## config.mk

```make
export PLATFORM = sky130hd
export DESIGN_NAME = dram_rowbuf
export DESIGN_NICKNAME = d
export VERILOG_FILES = /design/src/rtl/dram_pkg.sv /design/src/rtl/dram_cell_array.sv /design/src/rtl/dram_col_latch.sv /design/src/rtl/dram_ref_timer.sv /design/src/rtl/dram_ctrl.sv /design/src/rtl/dram_rowbuf.sv
export SDC_FILE = /design/constraint.sdc
export NUM_CORES = 2
export LEC_CHECK = 0
export BUFFER_PORTS_ARGS = -buffer_cell sky130_fd_sc_hd__buf_2
export CAP_MARGIN = 20
export CORE_ASPECT_RATIO = 1.1
export CORE_UTILIZATION = 30
export DETAILED_ROUTE_END_ITERATION = 10
export PLACE_DENSITY = 0.55
export SYNTH_ARGS = -nofsm -noshare
export SYNTH_HDL_FRONTEND = slang
export SYNTH_SLANG_ARGS = --single-unit
```

## constraint.sdc

```tcl
create_clock -name clk -period 9 [get_ports clk]
set_input_delay 1.8 -clock clk [delete_from_list [all_inputs] [get_ports clk]]
set_output_delay 1.8 -clock clk [all_outputs]
set_load 0.005 [all_outputs]
```

## src/rtl/dram_pkg.sv

```systemverilog
// Shared types for the row-buffered memory.
// Assumes nothing beyond IEEE 1800-2017 packages.
package dram_pkg;

    // Bank sequencing states.
    typedef enum logic [1:0] {
        ST_CLOSED = 2'd0,
        ST_OPEN   = 2'd1,
        ST_BURST  = 2'd2,
        ST_REFWB  = 2'd3
    } dram_state_t;

    // Larger of two widths, used to size the shared address bus.
    function automatic int unsigned wmax(input int unsigned a, input int unsigned b);
        return (a > b) ? a : b;
    endfunction

endpackage

```

## src/rtl/dram_cell_array.sv

```systemverilog
// Storage array: ROWS words of COLS bits, one whole-row read port and
// one whole-row write port. The read is combinational from the row index.
// Assumes the caller never needs the written row on the same cycle.
// Contents are not reset: it models data storage.
module dram_cell_array #(
    parameter int unsigned ROW_BITS = 6,
    parameter int unsigned COL_BITS = 6
) (
    input  logic                        clk,
    input  logic [ROW_BITS-1:0]         rd_row,
    output logic [(1<<COL_BITS)-1:0]    rd_data,
    input  logic                        wr_en,
    input  logic [ROW_BITS-1:0]         wr_row,
    input  logic [(1<<COL_BITS)-1:0]    wr_data
);
    localparam int unsigned ROWS = 1 << ROW_BITS;
    localparam int unsigned COLS = 1 << COL_BITS;

    logic [COLS-1:0] mem [ROWS];

    // Write a whole row back into storage.
    always_ff @(posedge clk) begin
        if (wr_en) mem[wr_row] <= wr_data;
    end

    // Row read feeding the column latches.
    assign rd_data = mem[rd_row];

endmodule

```

## src/rtl/dram_col_latch.sv

```systemverilog
// Column latch bank with the column multiplexer and the registered output.
// Load copies a whole row; a write updates one latch; a read registers the
// selected latch onto dout with dvalid. Load has priority over write.
module dram_col_latch #(
    parameter int unsigned COL_BITS = 6
) (
    input  logic                        clk,
    input  logic                        rst_n,
    input  logic                        load,
    input  logic [(1<<COL_BITS)-1:0]    load_data,
    input  logic                        wr_en,
    input  logic                        rd_en,
    input  logic [COL_BITS-1:0]         col,
    input  logic                        din,
    output logic [(1<<COL_BITS)-1:0]    latches,
    output logic                        dout,
    output logic                        dvalid
);
    localparam int unsigned COLS = 1 << COL_BITS;

    // Latch bank: full-row load or single-bit update.
    always_ff @(posedge clk) begin
        if (load)       latches      <= load_data;
        else if (wr_en) latches[col] <= din;
    end

    // Column multiplexer and registered data output.
    always_ff @(posedge clk) begin
        if (!rst_n) begin
            dout   <= 1'b0;
            dvalid <= 1'b0;
        end else begin
            dvalid <= rd_en;
            dout   <= rd_en ? latches[col] : 1'b0;
        end
    end

endmodule

```

## src/rtl/dram_ref_timer.sv

```systemverilog
// Refresh interval counter. Raises req `interval` cycles after reset or
// after an acknowledge; holds it until acknowledged. Interval 0 disables.
module dram_ref_timer #(
    parameter int unsigned CNT_W = 16
) (
    input  logic              clk,
    input  logic              rst_n,
    input  logic [CNT_W-1:0]  interval,
    input  logic              ack,
    output logic              req
);
    logic [CNT_W-1:0] cnt;

    // Count cycles up to the interval and latch the request.
    always_ff @(posedge clk) begin
        if (!rst_n) begin
            cnt <= '0;
            req <= 1'b0;
        end else if (ack) begin
            cnt <= '0;
            req <= 1'b0;
        end else if (interval != '0 && !req) begin
            if (cnt == interval - 1'b1) req <= 1'b1;
            else                        cnt <= cnt + 1'b1;
        end
    end

endmodule

```

## src/rtl/dram_ctrl.sv

```systemverilog
// Bank sequencer: decodes strobes by priority (refresh, precharge, row,
// column), tracks the open row, runs nibble bursts and refresh write-back.
// Assumes COL_BITS >= 2 so an aligned group of four columns exists.
module dram_ctrl
    import dram_pkg::*;
#(
    parameter int unsigned ROW_BITS = 6,
    parameter int unsigned COL_BITS = 6,
    parameter int unsigned ADDR_W   = 6
) (
    input  logic                 clk,
    input  logic                 rst_n,
    input  logic                 ras_i,
    input  logic                 cas_i,
    input  logic                 we_i,
    input  logic                 nib_i,
    input  logic                 pre_i,
    input  logic                 ref_i,
    input  logic [ADDR_W-1:0]    addr_i,
    output logic                 lat_load,
    output logic                 lat_wr,
    output logic                 lat_rd,
    output logic [COL_BITS-1:0]  lat_col,
    output logic [ROW_BITS-1:0]  arr_rd_row,
    output logic                 arr_wr,
    output logic [ROW_BITS-1:0]  arr_wr_row,
    output logic                 ref_ack,
    output logic                 err,
    output logic                 row_open,
    output logic                 busy
);
    dram_state_t          state;
    logic [ROW_BITS-1:0]  cur_row;
    logic [COL_BITS-1:0]  bcol;
    logic [1:0]           bidx;

    logic is_closed, is_open, sel_ras, sel_cas;
    logic do_ref, do_pre, do_act, do_wr, do_rd, do_nib, bad_cmd;

    // Strobe priority and acceptance decode.
    always_comb begin
        is_closed = (state == ST_CLOSED);
        is_open   = (state == ST_OPEN);
        sel_ras   = ras_i && !pre_i && !ref_i;
        sel_cas   = cas_i && !ras_i && !pre_i && !ref_i;
        do_ref    = ref_i && is_closed;
        do_pre    = pre_i && !ref_i && is_open;
        do_act    = sel_ras && is_closed;
        do_wr     = sel_cas && we_i && is_open;
        do_rd     = sel_cas && !we_i && !nib_i && is_open;
        do_nib    = sel_cas && !we_i && nib_i && is_open;
        bad_cmd   = (sel_ras && is_open) || (sel_cas && is_closed);
    end

    // Datapath controls for the array and the latch bank.
    always_comb begin
        lat_load   = do_act || do_ref;
        lat_wr     = do_wr;
        lat_rd     = do_rd || do_nib || (state == ST_BURST);
        lat_col    = (state == ST_BURST)
                   ? {bcol[COL_BITS-1:2], bcol[1:0] + bidx}
                   : addr_i[COL_BITS-1:0];
        arr_rd_row = addr_i[ROW_BITS-1:0];
        arr_wr     = do_pre || (state == ST_REFWB);
        arr_wr_row = cur_row;
        ref_ack    = do_ref;
        row_open   = (state == ST_OPEN) || (state == ST_BURST);
        busy       = (state == ST_BURST) || (state == ST_REFWB);
    end

    // State sequencing, open-row and burst bookkeeping.
    always_ff @(posedge clk) begin
        if (!rst_n) begin
            state   <= ST_CLOSED;
            cur_row <= '0;
            bcol    <= '0;
            bidx    <= '0;
        end else begin
            unique case (state)
                ST_CLOSED: begin
                    if (do_ref) begin
                        state   <= ST_REFWB;
                        cur_row <= addr_i[ROW_BITS-1:0];
                    end else if (do_act) begin
                        state   <= ST_OPEN;
                        cur_row <= addr_i[ROW_BITS-1:0];
                    end
                end
                ST_OPEN: begin
                    if (do_pre) begin
                        state <= ST_CLOSED;
                    end else if (do_nib) begin
                        state <= ST_BURST;
                        bcol  <= addr_i[COL_BITS-1:0];
                        bidx  <= 2'd1;
                    end
                end
                ST_BURST: begin
                    bidx <= bidx + 2'd1;
                    if (bidx == 2'd3) state <= ST_OPEN;
                end
                ST_REFWB: state <= ST_CLOSED;
                default:  state <= ST_CLOSED;
            endcase
        end
    end

    // One-cycle error flag for strobes in the wrong bank state.
    always_ff @(posedge clk) begin
        if (!rst_n) err <= 1'b0;
        else        err <= bad_cmd;
    end

endmodule

```

## src/rtl/dram_rowbuf.sv

```systemverilog
// Top: single-bit dynamic memory with column latches, page and nibble
// modes, precharge and refresh write-back, and a refresh-request timer.
// Assumes one strobe set per cycle; priority settles conflicts.
module dram_rowbuf
    import dram_pkg::*;
#(
    parameter int unsigned ROW_BITS = 6,
    parameter int unsigned COL_BITS = 6,
    parameter int unsigned CNT_W    = 16,
    localparam int unsigned ADDR_W  = wmax(ROW_BITS, COL_BITS)
) (
    input  logic               clk,
    input  logic               rst_n,
    input  logic               ras_i,
    input  logic               cas_i,
    input  logic               we_i,
    input  logic               nib_i,
    input  logic               pre_i,
    input  logic               ref_i,
    input  logic [ADDR_W-1:0]  addr_i,
    input  logic               din_i,
    input  logic [CNT_W-1:0]   ref_interval_i,
    output logic               dout_o,
    output logic               dvalid_o,
    output logic               err_o,
    output logic               ref_req_o
);
    localparam int unsigned COLS = 1 << COL_BITS;

    logic                lat_load, lat_wr, lat_rd, arr_wr, ref_ack;
    logic                row_open, busy;
    logic [COL_BITS-1:0] lat_col;
    logic [ROW_BITS-1:0] arr_rd_row, arr_wr_row;
    logic [COLS-1:0]     arr_rd_data, latches;

    dram_ctrl #(.ROW_BITS(ROW_BITS), .COL_BITS(COL_BITS), .ADDR_W(ADDR_W)) u_ctrl (
        .clk(clk), .rst_n(rst_n),
        .ras_i(ras_i), .cas_i(cas_i), .we_i(we_i), .nib_i(nib_i),
        .pre_i(pre_i), .ref_i(ref_i), .addr_i(addr_i),
        .lat_load(lat_load), .lat_wr(lat_wr), .lat_rd(lat_rd), .lat_col(lat_col),
        .arr_rd_row(arr_rd_row), .arr_wr(arr_wr), .arr_wr_row(arr_wr_row),
        .ref_ack(ref_ack), .err(err_o), .row_open(row_open), .busy(busy)
    );

    dram_cell_array #(.ROW_BITS(ROW_BITS), .COL_BITS(COL_BITS)) u_array (
        .clk(clk), .rd_row(arr_rd_row), .rd_data(arr_rd_data),
        .wr_en(arr_wr), .wr_row(arr_wr_row), .wr_data(latches)
    );

    dram_col_latch #(.COL_BITS(COL_BITS)) u_latch (
        .clk(clk), .rst_n(rst_n), .load(lat_load), .load_data(arr_rd_data),
        .wr_en(lat_wr), .rd_en(lat_rd), .col(lat_col), .din(din_i),
        .latches(latches), .dout(dout_o), .dvalid(dvalid_o)
    );

    dram_ref_timer #(.CNT_W(CNT_W)) u_timer (
        .clk(clk), .rst_n(rst_n), .interval(ref_interval_i),
        .ack(ref_ack), .req(ref_req_o)
    );

endmodule

```

==> out/metrics.csv <==
stage;metric;value;unit
run_status;status;finished, final reports clean;
layout;Design Area, Final;185000;sq um
synth;Synth async-reset ratio;0;%
clocking;Max clock buf depth;4;
routing;detailed-routed wire length on met2;241000;um
layout;Post-Layout Cell Count;14500;
critical_path;WP data required;9.59;ns
die;Core Area;536000;sq um
critical_path;r2r setup slk;4.50;ns
routing;final WL;476000;um
timing;fin crit period;4.80;ns
synth;synthesized area per cell;24.1;sq um
synth;gate count of the mapped netlist;6683;
critical_path;arrival time worst endpoint;5.38;ns
global_routing;vias in the first global route;78500;
pwr;Max VDD drop;0.195;mV
layout;commonest non-fill, non-tap cells in the layout;edfxtp_1, mux4_2, clkbuf_16;
layout;Layout area overhead;14.9;%
placed_design;Area after DPL;172000;sq um
die;die span in x;701;um
clocking;htree depth;5;
timing;Tcrit/Tclk final;53.3;%
synth;Synth Cell Area;161000;sq um
critical_path;Worst Reg-to-Reg Cells;7;
timing;Fin Setup TNS;0;ns
timing;final hold vios;0;
synth;Seq/Total Area, Yosys;77.9;%
layout;Multi-input gate area;34700;sq um
worst_hold_path;hold endpoint;u_array.mem[12][26];
synth;synth unique cells;73;
clocking;sinks on the clock net;4196;
routing;WL/cell;32.9;um
die;I/O pins;35;
timing;RSZ-0062 raised after global routing;false;
routing;DR vias;76800;
routing;Vias/cell;5.30;
clocking;clock tree from TritonCTS;yes;
routing;Top Layer Used;met5;
clocking;Skew-Pair Late Insertion Delay;1.04;ns
job;max-cap viol count;0;
layout;layout cell share with drive strength beyond 1;31.6;%
clocking;Clock Tree Root;clkbuf_16;
placed_design;gp weighted congestion;0.808;
global_routing;first-pass GRT wire length;650000;um
timing;clock skew;0.0847;ns
critical_path;Crit Path Category;in -> reg;
synth;yosys warns;0;
global_routing;largest net degree at the start of global routing;135;
critical_path;worst-path fanout max;49;
worst_hold_path;Min-Delay Path Depth;0;
timing;fmax;0.208;GHz
die;Initial Utilization;30.1;%
timing;endpoints failing setup;0;
layout;# fillers;48800;
critical_path;Worst path max stage delay;1.12;ns
clocking;# hold bufs at CTS;0;
layout;final-stage net count;7070;
critical_path;CP max-delay cell;nor2_4;
routing;WL met1;182000;um
timing;worst relative slew slack;20.9;%
routing;WL met3;34100;um
clocking;Post-CTS Resized;0;
clocking;# Post-CTS Setup Buffers;0;
die;die area;541000;sq um
pwr;Clk pwr share;37.0;%
global_routing;grt total ovfl;0;
synth;ys flop type;edfxtp_1;
layout;commonest non-fill, non-tap cell in the layout;edfxtp_1;
placed_design;placed cells;13700;
placed_design;# port buffers;34;
global_routing;Overall Global Routing Usage;17.2;%
routing;drt drc;0;
critical_path;RR Startpoint;u_ctrl.state[1];
die;Die H;771;um
critical_path;r2r endpoint;u_array.mem[11][24];
routing;post-route antenna net violation count;0;
die;row cnt;282;
pwr;Leakage;56.3;nW
routing;Detailed Routing Iterations Pass 1;6;
pwr;combinational power share;10.1;%
pwr;NetSw;0.0114;W
pwr;switching share of power;24.8;%
worst_hold_path;Min-Delay Path Class;reg -> reg;
placed_design;Post-DP HPWL;242000;um
critical_path;CP cell instances;buf_2, inv_1, a31oi_1, nor2_1, nand3_1, nor2_4, buf_12;
critical_path;startpoint type of the worst setup path;input port;
layout;register area;126000;sq um
pwr;Flop pwr share;53.0;%
clocking;Reg clk slew, reported paths;0.06;ns
timing;Slew @ Worst Pin;1.18;ns
worst_hold_path;Hold Crit Start;u_latch.latches[26];
synth;Syn Nets;6722;
synth;number of synthesized register bits;4196;
pwr;cell internal pwr;0.0346;W
clocking;cts bufs inserted;405;
routing;DR iter-0 viols;9677;
global_routing;initial antenna violation count;20;
synth;EDFF count, synth;4160;
pwr;pwr dens;248;nW/um^2
timing;Pins Over Slew Limit;0;
critical_path;Crit. End Element;flop;
-- layer usage --
metal | up-vias | global-route usage, %
li1 | 29700 | -
met1 | 42800 | 21.8
met2 | 3526 | 29.8
met3 | 806 | 2.75
met4 | 12 | 5.99
met5 | - | 0
-- synth_stat cells, types with 18 or more instances --
master    number  area share (%)
inv_1         18           0.042
nand3_1       19           0.059
edfxtp_1    4160              77
mux2_2        67            0.47
mux4_2      1288              18
o22ai_1       66            0.26
clkbuf_1     243            0.57
o21ai_0       68            0.21
mux2i_1       82            0.51
nand2_1       72            0.17
nor2_1       164            0.38
buf_1        118            0.27
dfxtp_1       36            0.45
a21oi_1       92            0.29
-- logic make-up (layout without fill, tap and decap cells) --
| logic type | count (synthesis) | in the layout | share of synthesized area, % |
|---|---|---|---|
| and+or+nand+nor | 345 | 345 | 1.02 |
| DFF | 4196 | 4196 | 77.9 |
| adders and majority gates | 8 | 8 | 0.0620 |
| muxes | 1439 | 1439 | 19.0 |
| xor gates and xnor gates | 19 | 19 | 0.112 |
| AOI/OAI and AO/OA | 288 | 288 | 1.07 |
| buffers and inverters | 388 | 1077 | 0.926 |
| other | 0 | 9 | 0 |
-- worst max-delay path by stage --
stage	start	endpoint	slack, ns	cells past startpoint
6_report	ref_i	u_array.mem[11][24]	4.20	7
4_1_cts	ref_i	u_array.mem[11][24]	4.36	7
2_1_floorplan	ref_i	u_array.mem[44][0]	1.75	5
5_1_grt	ref_i	u_array.mem[11][24]	4.27	7
3_5_place_dp	ref_i	u_array.mem[11][49]	3.31	7
3_3_place_gp	ref_i	u_array.mem[1][53]	3.23	7
-- cell type report --
cell class	count	share of cell area [%]
tap	7100	4.79
clock buffer	473	5.61
inverter	19	0.0385
timing repair buffer	310	1.57
antenna	9	0.0121
multi-input combinational	2099	18.7
sequential	4196	67.8
clock inverter	275	1.47
-- critical path: cells and delay by family --
kind            cells  cell delay (ns)
compound gates      1             0.21
buf+inv             3             0.85
simple gates        3             2.26
-- power by group through the flow --
| stage | clock (W) | combinational, W | sequential (W) |
|---|---|---|---|
| after floorplan | 0 | 0.00150 | 0.0258 |
| after global placement | 0 | 0.00436 | 0.0248 |
| after detailed placement | 0 | 0.00462 | 0.0248 |
| after CTS | 0.0173 | 0.00461 | 0.0244 |
| after global routing | 0.0179 | 0.00491 | 0.0244 |
| final | 0.0170 | 0.00464 | 0.0244 |
-- flip-flops by register name (all words and copies together), names as in the netlist --
register           cells
u_array.mem         4096
u_ctrl.arr_wr_row      6
u_ctrl.bcol            6
u_ctrl.bidx            2
u_ctrl.err             1
u_ctrl.state           2
u_latch.dout           1
u_latch.dvalid         1
u_latch.latches       64
u_timer.cnt           16
u_timer.req            1
-- stage by stage --
stage	hold slack (ns)	util, %	setup slack (ns)	total power, W
after floorplan	0.449	-	1.75	0.0273
after detailed placement	0.477	32.1	3.31	0.0294
after global routing	0.520	34.6	4.27	0.0472
after CTS	0.493	34.6	4.36	0.0462
final	0.493	34.6	4.20	0.0460
after global placement	0.480	32.1	3.23	0.0291
(Power assumes the default switching activity.)
